### config.mk
export PLATFORM = sky130hd
export DESIGN_NAME = string_fault_adjudicator
export DESIGN_NICKNAME = d
export VERILOG_FILES = /design/src/rtl/adj_pkg.sv /design/src/rtl/adj_classify.sv /design/src/rtl/adj_record.sv /design/src/rtl/string_fault_adjudicator.sv
export SDC_FILE = /design/constraint.sdc
export NUM_CORES = 1
export LEC_CHECK = 0
export CORE_AREA = 2 2 39 41
export DETAILED_ROUTE_END_ITERATION = 8
export DIE_AREA = 0 0 41 43
export DONT_BUFFER_PORTS = 1
export SKIP_LAST_GASP = 1
export SLEW_MARGIN = 10
export SYNTH_ARGS = -nofsm -noshare
export SYNTH_HDL_FRONTEND = slang
export SYNTH_SLANG_ARGS = --single-unit
export TNS_END_PERCENT = 100
### constraint.sdc
create_clock -name clk -period 1.79 [get_ports clk]
set_input_delay 0.358 -clock clk [delete_from_list [all_inputs] [get_ports clk]]
set_output_delay 0.358 -clock clk [all_outputs]
set_load 0.02 [all_outputs]
### src/rtl/adj_pkg.sv
package adj_pkg;

    // Outcome of judging one set of completion codes
    typedef enum logic [2:0] {
        V_USE_ALL = 3'd0,
        V_EVICT   = 3'd1,
        V_PEER    = 3'd2,
        V_SELF    = 3'd3,
        V_ODD     = 3'd4
    } verdict_e;

    // Control state of the adjudicator
    typedef enum logic {
        ST_ACTIVE  = 1'b0,
        ST_RETIRED = 1'b1
    } state_e;

endpackage

### src/rtl/adj_classify.sv
module adj_classify
    import adj_pkg::*;
#(
    parameter int NUM_PEERS = 3,
    parameter int CODE_W    = 3
) (
    input  logic [CODE_W-1:0]           self_code,
    input  logic [NUM_PEERS*CODE_W-1:0] peer_codes,
    output verdict_e                    verdict,
    output logic [CODE_W-2:0]           str_idx,
    output logic [NUM_PEERS-1:0]        peer_sel
);

    localparam int          SIDX_W = CODE_W - 1;
    localparam logic [CODE_W-1:0] CLEAN = {1'b0, {SIDX_W{1'b1}}};

    logic [NUM_PEERS-1:0] peer_clean;
    logic [NUM_PEERS-1:0] peer_err;
    logic [NUM_PEERS-1:0] peer_same;
    logic                 self_clean;
    logic                 self_err;

    // One decoder for each peer slot
    genvar gi;
    generate
        for (gi = 0; gi < NUM_PEERS; gi++) begin : g_peer
            logic [CODE_W-1:0] code;
            assign code           = peer_codes[gi*CODE_W +: CODE_W];
            assign peer_clean[gi] = (code == CLEAN);
            assign peer_err[gi]   = code[CODE_W-1];
            assign peer_same[gi]  = (code == self_code);
        end
    endgenerate

    assign self_clean = (self_code == CLEAN);
    assign self_err   = self_code[CODE_W-1];
    assign str_idx    = self_code[SIDX_W-1:0];

    always_comb begin
        verdict  = V_ODD;
        peer_sel = '0;
        if (self_clean && (&peer_clean)) begin
            verdict = V_USE_ALL;
        end else if (self_err && (&peer_same)) begin
            verdict = V_EVICT;
        end else if (self_clean && $onehot(peer_err) && (&(peer_clean | peer_err))) begin
            verdict  = V_PEER;
            peer_sel = peer_err;
        end else if (self_err && (&peer_clean)) begin
            verdict = V_SELF;
        end
    end

endmodule

### src/rtl/adj_record.sv
module adj_record #(
    parameter int NUM_STRINGS = 4,
    localparam int IDX_W      = $clog2(NUM_STRINGS)
) (
    input  logic                   clk,
    input  logic                   rst_n,
    input  logic                   clear,
    input  logic                   evict,
    input  logic [IDX_W-1:0]       evict_idx,
    output logic [NUM_STRINGS-1:0] use_mask
);

    logic [NUM_STRINGS-1:0] excluded;
    logic [NUM_STRINGS-1:0] hit;

    // One decoder bit for each string
    genvar gk;
    generate
        for (gk = 0; gk < NUM_STRINGS; gk++) begin : g_str
            assign hit[gk] = evict && (evict_idx == IDX_W'(gk));
        end
    endgenerate

    always_ff @(posedge clk) begin
        if (!rst_n) begin
            excluded <= '0;
        end else begin
            excluded <= (clear ? '0 : excluded) | hit;
        end
    end

    assign use_mask = ~excluded;

    // without a clear, a string once dropped never returns
    a_r4_mask_only_drops: assert property (@(posedge clk) disable iff (!rst_n)
        !clear |=> ((use_mask & ~$past(use_mask)) == '0));

    // a clear with no eviction restores every string
    a_r8_clear_restores: assert property (@(posedge clk) disable iff (!rst_n)
        (clear && !evict) |=> (&use_mask));

endmodule

### src/rtl/string_fault_adjudicator.sv
module string_fault_adjudicator
    import adj_pkg::*;
#(
    parameter int NUM_PEERS = 3,
    parameter int CODE_W    = 3,
    localparam int NUM_STRINGS = 1 << (CODE_W - 1)
) (
    input  logic                           clk,
    input  logic                           rst_n,
    input  logic                           eval_i,
    input  logic                           sensor_start_i,
    input  logic [CODE_W-1:0]              self_code_i,
    input  logic [NUM_PEERS*CODE_W-1:0]    peer_codes_i,
    output logic                           res_valid_o,
    output logic [NUM_PEERS-1:0]           peer_fail_o,
    output logic                           unexpected_o,
    output logic [NUM_STRINGS-1:0]         use_mask_o,
    output logic                           retired_o
);

    verdict_e             verdict;
    logic [CODE_W-2:0]    str_idx;
    logic [NUM_PEERS-1:0] peer_sel;
    state_e               state_q;
    state_e               state_d;
    logic                 judge;
    logic                 do_evict;

    adj_classify #(
        .NUM_PEERS (NUM_PEERS),
        .CODE_W    (CODE_W)
    ) u_classify (
        .self_code  (self_code_i),
        .peer_codes (peer_codes_i),
        .verdict    (verdict),
        .str_idx    (str_idx),
        .peer_sel   (peer_sel)
    );

    // Only an active unit acts on what it judges
    assign judge    = eval_i && (state_q == ST_ACTIVE);
    assign do_evict = judge && (verdict == V_EVICT);

    adj_record #(
        .NUM_STRINGS (NUM_STRINGS)
    ) u_record (
        .clk       (clk),
        .rst_n     (rst_n),
        .clear     (sensor_start_i),
        .evict     (do_evict),
        .evict_idx (str_idx),
        .use_mask  (use_mask_o)
    );

    // Next-state logic
    always_comb begin
        state_d = state_q;
        unique case (state_q)
            ST_ACTIVE:  if (eval_i && (verdict == V_SELF)) state_d = ST_RETIRED;
            ST_RETIRED: state_d = ST_RETIRED;
            default:    state_d = ST_ACTIVE;
        endcase
    end

    // State register
    always_ff @(posedge clk) begin
        if (!rst_n) state_q <= ST_ACTIVE;
        else        state_q <= state_d;
    end

    // Registered result outputs
    always_ff @(posedge clk) begin
        if (!rst_n) begin
            res_valid_o  <= 1'b0;
            peer_fail_o  <= '0;
            unexpected_o <= 1'b0;
        end else begin
            res_valid_o  <= eval_i;
            peer_fail_o  <= (judge && (verdict == V_PEER)) ? peer_sel : '0;
            unexpected_o <= judge && (verdict == V_ODD);
        end
    end

    assign retired_o = (state_q == ST_RETIRED);

    // a result follows every strobe
    a_r2_valid_after_eval: assert property (@(posedge clk) disable iff (!rst_n)
        eval_i |=> res_valid_o);

    // no result without a strobe
    a_r2_no_spurious_valid: assert property (@(posedge clk) disable iff (!rst_n)
        !eval_i |=> !res_valid_o);

    // at most one peer is blamed at a time
    a_r5_single_peer: assert property (@(posedge clk) disable iff (!rst_n)
        $onehot0(peer_fail_o));

    // retirement lasts until reset
    a_r6_retired_sticky: assert property (@(posedge clk) disable iff (!rst_n)
        retired_o |=> retired_o);

    // an unexpected pattern leaves the mask alone
    a_r7_odd_no_change: assert property (@(posedge clk) disable iff (!rst_n)
        (eval_i && (verdict == V_ODD) && !sensor_start_i) |=> $stable(use_mask_o));

    // a retired unit raises no flags
    a_r9_retired_quiet: assert property (@(posedge clk) disable iff (!rst_n)
        (retired_o && eval_i) |=> ((peer_fail_o == '0) && !unexpected_o));

endmodule

==> After elaboration in Yosys (flattened, before gate mapping) <==
Index checks and enable logic that the tools add are counted.
{ "op_classes": {"muxes": 7, "reduce_logical": 19, "bitwise": 7, "addsub": 2, "eq_ne": 15} }
{ "op_table": {"columns": ["cell", "n"], "rows": [
  ["equality test 3 x 2 -> 1 bit (second input constant)", 6],
  ["logical AND 1 bit", 14],
  ["2-to-1 mux 3 bit", 4],
  ["equality test 3 bit", 3],
  ["AND reduction 3 bit", 3],
  ["OR reduction 5 bit", 1],
  ["equality test 2 x 1 -> 1 bit (second input constant)", 2],
  ["equality test 2 bit (second input constant)", 2],
  ["2-to-1 mux 4 bit", 1],
  ["inverter 1 bit", 4],
  ["inverter 4 bit", 1],
  ["bitwise OR 4 bit", 1],
  ["equality test 3 x 1 -> 1 bit (second input constant)", 1],
  ["equality test 3 bit (second input constant)", 1],
  ["bitwise OR 3 bit", 1],
  ["adder 1 x 1 -> 2 bit", 1],
  ["adder 2 x 1 -> 2 bit", 1],
  ["zero test 2 bit", 1],
  ["case mux 1 bit (2 select lines)", 1],
  ["2-to-1 mux 1 bit", 1]
]} }
{ "totals": {"input_bits": 16, "register_bits": 10, "wordCells": 55, "out_inout_bits": 10} }

==> Longest topological paths before layout <==
Gate-level depths: netlist of the first run.
{ "depth": {"ltp_word": 12, "mapped_depth": 6, "depth_no_buf": 6} }

==> Hierarchy <==
From an unflattened synthesis of the first run, not the netlist that was laid out.
{ "hier_totals": {"cells_unflattened": 72, "area_unflattened_um2": 605.6} }
{ "by_module_without_submodules": {"columns": ["mod", "area_each_um2", "cells_per_inst", "n_inst", "seq_area_each_um2"], "rows": [
  ["string_fault_adjudicator", 226.5, 21, 1, 120.1],
  ["adj_classify", 214.0, 31, 1, 0.0],
  ["adj_record", 165.2, 20, 1, 80.1]
]} }

==> Worst setup path before layout of the first run <==
OpenSTA, ideal clock, no wires.
{ "synth_timing": {"path_type": "input -> register", "from": "input port self_code_i[1]", "to": "register u_record.excluded[0]", "required_ns": 1.706, "setup_time_ns": 0.084, "arrival_ns": 1.562, "stages": 5, "setup_slack_ns": 0.144, "n_path_buf": 1, "path_cell_list": "buf_6 -> or4_1 -> a221oi_2 -> nand2_2 -> o31ai_2"} }
{ "synth_via": {"elab_chain_cells": 10, "word_cells_on_any_way": 17, "cone_classes": "5 x eq/ne; 3 x mux; 1 x bitwise; 8 x reduce/logical"} }
{ "synth_lines": {"columns": ["element", "line_no", "text"], "rows": [
  ["start: declaration", "string_fault_adjudicator.sv:12", "input logic [CODE_W-1:0] self_code_i,"],
  ["equality test 3 x 2 -> 1 bit", "adj_classify.sv:35", "assign self_clean = (self_code == CLEAN);"],
  ["logical AND 1 bit (2 in series)", "adj_classify.sv:46", "end else if (self_clean && $onehot(peer_err) && (&(peer_clean | peer_err))) begin"],
  ["2-to-1 mux 3 bit", "adj_classify.sv:46", null],
  ["2-to-1 mux 3 bit", "adj_classify.sv:44", "end else if (self_err && (&peer_same)) begin"],
  ["2-to-1 mux 3 bit", "adj_classify.sv:42", "if (self_clean && (&peer_clean)) begin"],
  ["equality test 3 x 1 -> 1 bit", "string_fault_adjudicator.sv:42", "assign do_evict = judge && (verdict == V_EVICT);"],
  ["logical AND 1 bit", "string_fault_adjudicator.sv:42", null],
  ["logical AND 1 bit (*)", "adj_record.sv:20", "assign hit[gk] = evict && (evict_idx == IDX_W'(gk));"],
  ["bitwise OR 4 bit (*)", "adj_record.sv:28", "excluded <= (clear ? '0 : excluded) | hit;"],
  ["end signal: assignment", "adj_record.sv:28", null],
  ["end: declaration", "adj_record.sv:13", "logic [NUM_STRINGS-1:0] excluded;"]
]} }
Mark *: on every way between the ends. The rest lies on a longest branch, timed or not.
A chain may end at the register's enable or synchronous reset.

==> Worst setup path in the final report of the first run <==
{ "layout_timing": {"from": "input port peer_codes_i[2]", "to": "register peer_fail_o[2]"} }
{ "layout_via": {"elab_chain_cells": 12, "word_cells_on_any_way": 23, "cone_classes": "2 x add/sub; 4 x eq/ne; 4 x mux; 3 x bitwise; 10 x reduce/logical"} }
{ "layout_lines": {"columns": ["element", "line_no", "text"], "rows": [
  ["start: declaration", "string_fault_adjudicator.sv:13", "input logic [NUM_PEERS*CODE_W-1:0] peer_codes_i,"],
  ["adder 1 x 1 -> 2 bit (not written as such)", "adj_classify.sv:46", null],
  ["adder 2 x 1 -> 2 bit (not written as such)", "adj_classify.sv:46", null],
  ["equality test 2 x 1 -> 1 bit", "adj_classify.sv:46", null],
  ["logical AND 1 bit (2 in series)", "adj_classify.sv:46", null],
  ["2-to-1 mux 3 bit", "adj_classify.sv:46", null],
  ["2-to-1 mux 3 bit", "adj_classify.sv:44", null],
  ["2-to-1 mux 3 bit", "adj_classify.sv:42", null],
  ["equality test 3 x 2 -> 1 bit", "string_fault_adjudicator.sv:79", "peer_fail_o <= (judge && (verdict == V_PEER)) ? peer_sel : '0;"],
  ["logical AND 1 bit", "string_fault_adjudicator.sv:79", null],
  ["inverter 1 bit (no source line)", null, null],
  ["OR reduction 5 bit (no source line) (*)", null, null],
  ["end signal: assignment", "string_fault_adjudicator.sv:79", null],
  ["end: declaration", "string_fault_adjudicator.sv:15", "output logic [NUM_PEERS-1:0] peer_fail_o,"]
]} }
Marked as above.

==> run_results.csv, run 1 <==
group,metric,value,unit
drt,vias_per_cell,5.33,
critical_path,crit_type,"in2reg",
timing,tightest_slew,360,ps
critical_path,start_kind,"input port",
clock_tree,cts_inserted_buffers,3,
pwr,p_int,0.000360,W
critical_path,crit_fanout,4,
timing,report.final.slew_viol_count,0,
grt,grt_overflow,0,
synthesis,netlist_instances,60,
clock_tree,clockRootBuffer,"clkbuf_4",
final_layout,finalNetCount,81,
synthesis,yosysWarnings,0,
placed_design,gp_congestion,0.722,
placed_design,io_buffer_count,0,
clock_tree,clk_latency,260,ps
final_layout,drive_above_1_share,12.7,%
die,dieWidth,41,um
critical_path,timing.rr.start,"retired_o",
die,initial_utilization,36.3,%
drt,drt_iter0_markers,4,
grt,grt_max_degree,9,
synthesis,syn_area,502,sq um
synthesis,yosysSeqAreaShare,39.9,%
timing,fin_crit,1390,ps
critical_path,worstSetupStartpoint,"peer_codes_i[2]",
grt,track_usage,13.5,%
pwr,p_per_area,827,mW/mm^2
critical_path,arrival,1580,ps
drt,ant_nets,0,
final_layout,area_delta_synth_final,8.98,%
pwr,switching_power,0.0000923,W
min_path,min_from,"self_code_i[1]",
synthesis,synth_edf_count,0,
clock_tree,cts.clk_slew.worst_paths,60,ps
timing,holdWs,183,ps
synthesis,async_flop_share,0,%
outcome,status,"finished, final reports clean",
timing,period_share,77.4,%
grt,grt_antenna_before_repair,0,
clock_tree,clock-sinks,10,
clock_tree,h-tree-depth,1,
drt,drtPass1Iterations,4,
timing,fin_setup_tns,0,ps
die,num_rows,14,
final_layout,diodes,0,
timing,setup_viol_count_final,0,
synthesis,synth-main-ff-cell,"dfxtp_1",
drt,via_count,421,
clock_tree,cts_tree,"yes",
pwr,p_leak,0.209,nW
drt,m1WireLength,407,um
min_path,hp-class,"in2reg",
synthesis,synth_nets,77,
die,pin_count,26,
grt,grt_pass1_wl,1610,um
clock_tree,postCtsHoldBufs,0,
timing,timing.final.ws_setup,404,ps
synthesis,avgSynthCellArea,8.36,sq um
pwr,p_comb_share,5.6,%
drt,wl_per_cell,12.5,um
die,die_h,43,um
die,core_area,0.00138,sq mm
critical_path,worstPathRequired,1990,ps
synthesis,ys_ff_latch,10,
timing,fin_skew,2.53,ps
drt,dr_wl_met3,88,um
timing,rsz0062_at_grt,"no",
timing,max_freq,721,MHz
clock_tree,post_cts_buffers,0,
clock_tree,clockBufferDepth,2,
pwr,vdd.ir_drop.worst,238,uV
drt,postRouteWirelength,990,um
grt,grt_pass1_vias,414,
job,cap_violations,0,
drt,drc_errors,0,
timing,finalHoldViolations,0,
critical_path,critPathCaptureType,"register",
die,dieArea,0.00176,sq mm
timing,relSlewSlack,75.8,%
drt,top_layer_used,"met4",
placed_design,post-place-ws,139,ps
pwr,pwr-share-seq,50.6,%
drt,wl_met2,478,um
pwr,swShare,20.4,%
pwr,clockPowerShare,43.8,%
final_layout,fin_util,39.5,%
clock_tree,cts_resized,0,
synthesis,synth.distinct_cells,24,
worst max-delay path, stage by stage:
cell and delay (ps):
inv_1 40, fa_1 460, nor4_1 390, nand4_1 200
nor2_1 130
sequential cells by signal (all words and copies together) (netlist names):
signal             cells
u_record.excluded      4
peer_fail_o            3
res_valid_o            1
retired_o              1
unexpected_o           1
cell type report:
class / count / area (sq um)
clock buffers: 4 / 36.3
multi-input cells: 41 / 260
inverters: 8 / 30.0
fillers: 149 / 837
well taps: 16 / 20.0
flip-flops and latches: 10 / 200
routing by layer:
layer	GRT usage, %	up-vias
li1	-	214
met4	10.0	0
met1	15.7	184
met2	19.4	21
met3	4.71	2
met5	0	-
cell usage after synthesis, drive strengths merged, types with 2 or more instances:
cell / number / share of area, %
nor2: 4 / 3.0
o31ai: 2 / 5.0
a21oi: 4 / 4.0
and3: 2 / 2.5
dfxtp: 10 / 40
o21ai: 2 / 2.0
inv: 8 / 6.0
or4: 2 / 3.0
nand4: 4 / 5.0
nand2: 10 / 8.0
final timing paths:
check	to	cells past startpoint	slack (ps)
worst max-delay path	peer_fail_o[2]	5	400
worst min-delay path	u_record.excluded[0]	1	180
worst max register to register	u_record.excluded[1]	3	760
worst min register to register	u_record.excluded[2]	2	460
power groups by stage:
stage | sequential [W] | combinational (W) | clock [W]
after floorplan | 0.000234 | 0.0000258 | 0
after global placement | 0.000234 | 0.0000263 | 0
after detailed placement | 0.000234 | 0.0000256 | 0
after CTS | 0.000229 | 0.0000258 | 0.000205
after global routing | 0.000229 | 0.0000294 | 0.000215
final | 0.000229 | 0.0000254 | 0.000198
layout by cell type (no fill, tap or decap):
cell	Yosys	final
dfxtp_1	10	10
nand2_1	9	9
inv_1	8	8
nand4_1	4	4
a21oi_1	4	4
nor2_1	4	4
clkbuf_4	0	3
or4_1	2	2
and3_1	2	2
o31ai_2	2	2
and2_1	1	1
and2b_1	1	1
a221oi_2	1	1
nand2_2	1	1
nor2b_1	1	1
o21ai_0	1	1
nand4b_1	1	1
nor4_1	1	1
nor3_1	1	1
nand3_1	1	1
o21ai_1	1	1
o21a_1	1	1
o211a_1	1	1
fa_1	1	1
clkbuf_8	0	1
cells by family after synthesis:
| family | count (synthesis) | synth area share, % |
|---|---|---|
| compound gates | 11 | 17.5 |
| fa+ha+maj | 1 | 3.99 |
| buf+inv | 9 | 8.23 |
| flops | 10 | 39.9 |
| simple gates | 29 | 30.4 |
through the flow:
step                instances  cell area (sq um)  total power [W]
finish                     79                547         0.000452
global route               79                547         0.000473
CTS                        79                547         0.000460
detailed placement         75                510         0.000260
global placement           75                510         0.000261
floorplan                  60                502         0.000260
Note: power is estimated with default switching activity, not from simulation.
==> inputs of run 2 (changes only) <==
==> constraint.sdc (replaced) <==
create_clock -name clk -period 1.12 [get_ports clk]
set_input_delay 0.224 -clock clk [delete_from_list [all_inputs] [get_ports clk]]
set_output_delay 0.224 -clock clk [all_outputs]
set_load 0.02 [all_outputs]
==> run 2 against run 1 <==
The run now ends with setup timing left. Hold slack got worse by 130 ps. Count of clock-buffer cells in the layout unchanged. Sequential power increased by 60%. Largest power group unchanged. Routed wire length increased by 4.9%. Clock power grew 60%. First-iteration DRC count is 50% lower. Clock skew fell by 1.5 ps. Combinational power increased by 120%. Via count increased by 2.9%. Global-route usage is 1.5 points higher. Final area is 12% higher. Sequential cell count did not move.
==> run_results.csv, run 2 (same netlist as run 1, synthesis figures left out) <==
group,metric,value,unit
final_layout,area_delta_synth_final,22.2,%
outcome,status,"finished, violations left",
timing,period_share,108,%
drt,vias_per_cell,5.22,
die,dieArea,0.00176,sq mm
final_layout,layout_common_cells,"dfxtp_1, nand2_1, inv_1",
grt,grt_pass1_wl,1730,um
critical_path,crit_path_cell_trace,"or4_4 -> a221oi_4 -> buf_4 -> a21oi_2 -> o211a_1",
die,dieWidth,41,um
grt,grt_overflow,0,
final_layout,final_common_cell,"dfxtp_1",
critical_path,critPathCaptureType,"register",
final_layout,final.fill_count,139,
die,core_area,0.00138,sq mm
timing,fin_crit,1210,ps
pwr,p_comb_share,7.5,%
grt,grt_pass1_vias,431,
final_layout,reg.largest.list,"u_record.excluded x4, peer_fail_o x3",
timing,report.final.slew_viol_count,0,
drt,m1WireLength,456,um
grt,grt_max_degree,9,
timing,max_freq,827,MHz
drt,postRouteWirelength,1040,um
timing,timing.final.ws_setup,-89.8,ps
placed_design,io_buffer_count,0,
timing,holdWs,48.4,ps
drt,drc_errors,0,
final_layout,largest_reg_flops,4,
timing,tightest_slew,296,ps
die,initial_utilization,36.3,%
clock_tree,clockBufferDepth,2,
final_layout,drive_above_1_share,28.4,%
grt,track_usage,15.1,%
clock_tree,postCtsHoldBufs,0,
die,num_rows,14,
pwr,p_per_area,1200,mW/mm^2
critical_path,start_kind,"input port",
final_layout,final-seq-area,200,sq um
final_layout,diodes,0,
drt,drtPass1Iterations,3,
clock_tree,cts_inserted_buffers,3,
timing,finalHoldViolations,0,
critical_path,slowest_stage,"or4_4",
clock_tree,clockRootBuffer,"clkbuf_4",
critical_path,crit_fanout,4,
drt,top_layer_used,"met4",
drt,wl_met2,524,um
die,die_h,43,um
critical_path,cp_slowest_stage_delay,530,ps
pwr,swShare,20.8,%
drt,ant_nets,0,
clock_tree,clk_latency,260,ps
min_path,hp-class,"in2reg",
critical_path,worstPathRequired,1270,ps
critical_path,arrival,1360,ps
clock_tree,clock-sinks,10,
drt,dr_wl_met3,47,um
placed_design,hpwlAfterDp,816,um
pwr,p_int,0.000585,W
placed_design,post-place-ws,-411,ps
critical_path,worstSetupStartpoint,"peer_codes_i[7]",
drt,via_count,433,
timing,setup_viol_count_final,5,
outcome,violations,"setup timing",
final_layout,multi_input_area,289,sq um
grt,grt_antenna_before_repair,0,
final_layout,regMostFlops,"u_record.excluded",
min_path,min_from,"self_code_i[1]",
pwr,clockPowerShare,42.9,%
drt,drt_iter0_markers,2,
timing,fin_skew,1.06,ps
critical_path,timing.rr.start,"retired_o",
placed_design,gp_congestion,0.798,
drt,wl_per_cell,12.5,um
timing,rsz0062_at_grt,"yes",
clock_tree,h-tree-depth,1,
final_layout,finalNetCount,85,
critical_path,crit_type,"in2reg",
die,pin_count,26,
pwr,switching_power,0.000153,W
clock_tree,cts.clk_slew.worst_paths,60,ps
job,cap_violations,0,
clock_tree,cts_tree,"yes",
pwr,vdd.ir_drop.worst,743,uV
pwr,pwr-share-seq,49.6,%
timing,relSlewSlack,80.1,%
pwr,p_leak,0.246,nW
run 2: cell types whose count changed in the layout (fill, tap and decap cells not counted), sizes merged:
cell | previous run | this run
buf | 0 | 4
run 2: worst paths after layout:
path                                              to  slack [ps]  depth (start not counted)
worst max-delay path                    unexpected_o         -90                          5
worst min-delay path            u_record.excluded[0]          50                          1
worst max register to register  u_record.excluded[1]         210                          3
worst min register to register  u_record.excluded[3]         460                          2
run 2: power by group through the flow:
stage	combinational (W)	sequential (W)	clock (W)
after floorplan	0.0000486	0.000374	0
after CTS	0.0000545	0.000366	0.000326
final	0.0000553	0.000366	0.000317
after detailed placement	0.0000520	0.000374	0
after global routing	0.0000615	0.000366	0.000351
after global placement	0.0000525	0.000374	0
run 2: worst max-delay path: cells and delay by family:
| kind | cells | cell delay, ps |
|---|---|---|
| AOI/OAI and AO/OA | 3 | 460 |
| and+or+nand+nor | 1 | 530 |
| buffers and inverters | 1 | 160 |
run 2: area by class of cell:
cell class	count	area share, %
repair buffers	4	4.90
flip-flops and latches	10	32.7
well taps	16	3.27
clock buffers	4	5.92
inverters	8	6.12
multi-input cells	41	47.1
run 2: per-stage QoR:
stage          total power [W]  utilization (%)  area, sq um  TNS, ps  std cells
2_1_floorplan         0.000423                -          523    -1580         60
3_3_place_gp          0.000427             39.8          551    -2150         78
3_5_place_dp          0.000426             39.8          551    -2240         78
4_1_cts               0.000746             43.2          598     -231         82
5_1_grt               0.000778             44.3          613     -337         83
6_report              0.000738             44.3          613     -240         83
run 2: routing by layer:
| metal | up-vias | global-route usage, % |
|---|---|---|
| li1 | 220 | - |
| met5 | - | 0 |
| met3 | 2 | 9.42 |
| met1 | 200 | 17.2 |
| met4 | 0 | 6.00 |
| met2 | 11 | 21.9 |
run 2: repair_timing:
action | in CTS | in global routing
setup buffers | 0 | 1
pin swaps | 4 | 4
resized for setup | 1 | 3
endpoints found under the setup margin | 5 | 5
==> inputs of run 3 (changes only) <==
==> constraint.sdc (replaced) <==
create_clock -name clk -period 1.4 [get_ports clk]
set_input_delay 0.28 -clock clk [delete_from_list [all_inputs] [get_ports clk]]
set_output_delay 0.28 -clock clk [all_outputs]
set_load 0.02 [all_outputs]
==> run 3 against run 2 <==
Count of clock-buffer cells in the layout down 1. Register-to-register slack improved by 110 ps. Sequential power shrank 20%. The flow now finishes without violations. Critical endpoint is now u_record.excluded[0]. Sequential cell count did not move. Routed wire length fell by 6.8%. Combinational power shrank 30%.
==> run_results.csv, run 3 (same netlist as run 1, synthesis figures left out) <==
group,metric,value,unit
pwr,vdd.ir_drop.worst,205,uV
clock_tree,cts.clk_slew.worst_paths,60,ps
critical_path,crit_fanout,4,
clock_tree,cts_tree,"yes",
final_layout,reg.largest.list,"u_record.excluded x4, peer_fail_o x3",
drt,ant_nets,0,
grt,grt_pass1_wl,1540,um
drt,wl_per_cell,12.3,um
die,dieArea,0.00176,sq mm
drt,drc_errors,0,
final_layout,area_delta_synth_final,9.73,%
timing,fin_skew,1.29,ps
job,cap_violations,0,
placed_design,dp_cells,76,
critical_path,path_delay_family,"simple AND/OR/NAND/NOR gates",
grt,grt_max_degree,9,
timing,report.final.slew_viol_count,0,
critical_path,start_kind,"input port",
final_layout,regMostFlops,"u_record.excluded",
placed_design,gp_congestion,0.752,
grt,track_usage,12.8,%
timing,holdWs,112,ps
timing,tightest_slew,265,ps
drt,vias_per_cell,5.56,
grt,grt_pass1_vias,405,
die,dieWidth,41,um
placed_design,io_buffer_count,0,
final_layout,final_common_cell,"dfxtp_1",
pwr,p_leak,0.208,nW
timing,fin_crit,1320,ps
final_layout,finalNetCount,82,
final_layout,diodes,0,
die,initial_utilization,36.3,%
clock_tree,clock-sinks,10,
clock_tree,postCtsHoldBufs,0,
timing,max_freq,756,MHz
clock_tree,cts_resized,0,
clock_tree,clockBufferDepth,2,
grt,grt_antenna_before_repair,0,
die,num_rows,14,
final_layout,largest_reg_flops,4,
clock_tree,clockRootBuffer,"clkbuf_4",
final_layout,layout_common_cells,"dfxtp_1, nand2_1, inv_1",
timing,period_share,94.5,%
placed_design,post-place-ws,-188,ps
drt,drtPass1Iterations,4,
clock_tree,cts_inserted_buffers,3,
critical_path,path_buf_inv,0,
critical_path,cp_slowest_stage_delay,510,ps
critical_path,critPathCaptureType,"register",
timing,rsz0062_at_grt,"no",
min_path,hp-class,"in2reg",
pwr,p_per_area,917,mW/mm^2
critical_path,worstPathRequired,1570,ps
placed_design,hpwlAfterDp,815,um
drt,drt_iter0_markers,13,
critical_path,crit_path_cell_trace,"or4_4 -> a221oi_2 -> nand2_2 -> o31ai_2",
critical_path,crit_type,"in2reg",
timing,setup_viol_count_final,0,
final_layout,drive_above_1_share,15.9,%
die,die_h,43,um
timing,timing.final.ws_setup,77.2,ps
drt,via_count,439,
die,pin_count,26,
die,core_area,0.00138,sq mm
clock_tree,clk_latency,240,ps
timing,relSlewSlack,82.2,%
drt,postRouteWirelength,968,um
clock_tree,post_cts_buffers,0,
critical_path,slowest_stage,"or4_4",
clock_tree,h-tree-depth,1,
outcome,status,"finished, final reports clean",
critical_path,arrival,1490,ps
timing,finalHoldViolations,0,
final_layout,fin_util,39.8,%
final_layout,fin_cells,79,
grt,grt_overflow,0,
==> run 3: worst paths after layout <==
check                           cells past startpoint                   end  slack [ps]            startpoint
worst max-delay path                                4  u_record.excluded[0]          80       peer_codes_i[7]
worst min-delay path                                1  u_record.excluded[0]         110        self_code_i[0]
worst max register to register                      3  u_record.excluded[0]         320             retired_o
worst min register to register                      2  u_record.excluded[2]         450  u_record.excluded[2]
==> run 3: layer usage <==
metal  vias up  GRT usage, %  wire length, um
li1        217             -                -
met1       192          17.9              457
met2        28          16.3              397
met3         2          5.76               98
met4         0          6.00               14
met5         -             0                0
==> run 3: metrics by stage <==
stage	setup TNS (ps)	total power [W]	instance area, sq um
global route	0	0.000530	551
global placement	-504	0.000337	528
CTS	0	0.000512	551
floorplan	-243	0.000337	515
finish	0	0.000505	551
detailed placement	-548	0.000338	528
==> run 3: report_power, final <==
group          total (W)  switching, W  internal, W
logic          0.0000386     0.0000205    0.0000181
registers       0.000293    0.00000503     0.000288
clock network   0.000173     0.0000754    0.0000979
==> run 3: cell type report <==
type,instances,area (sq um)
inverter,8,30.0
sequential,10,200
multi-input combinational,41,270
timing repair buffer,1,7.51
tap,16,20.0
fill,146,833
clock buffer,3,22.5
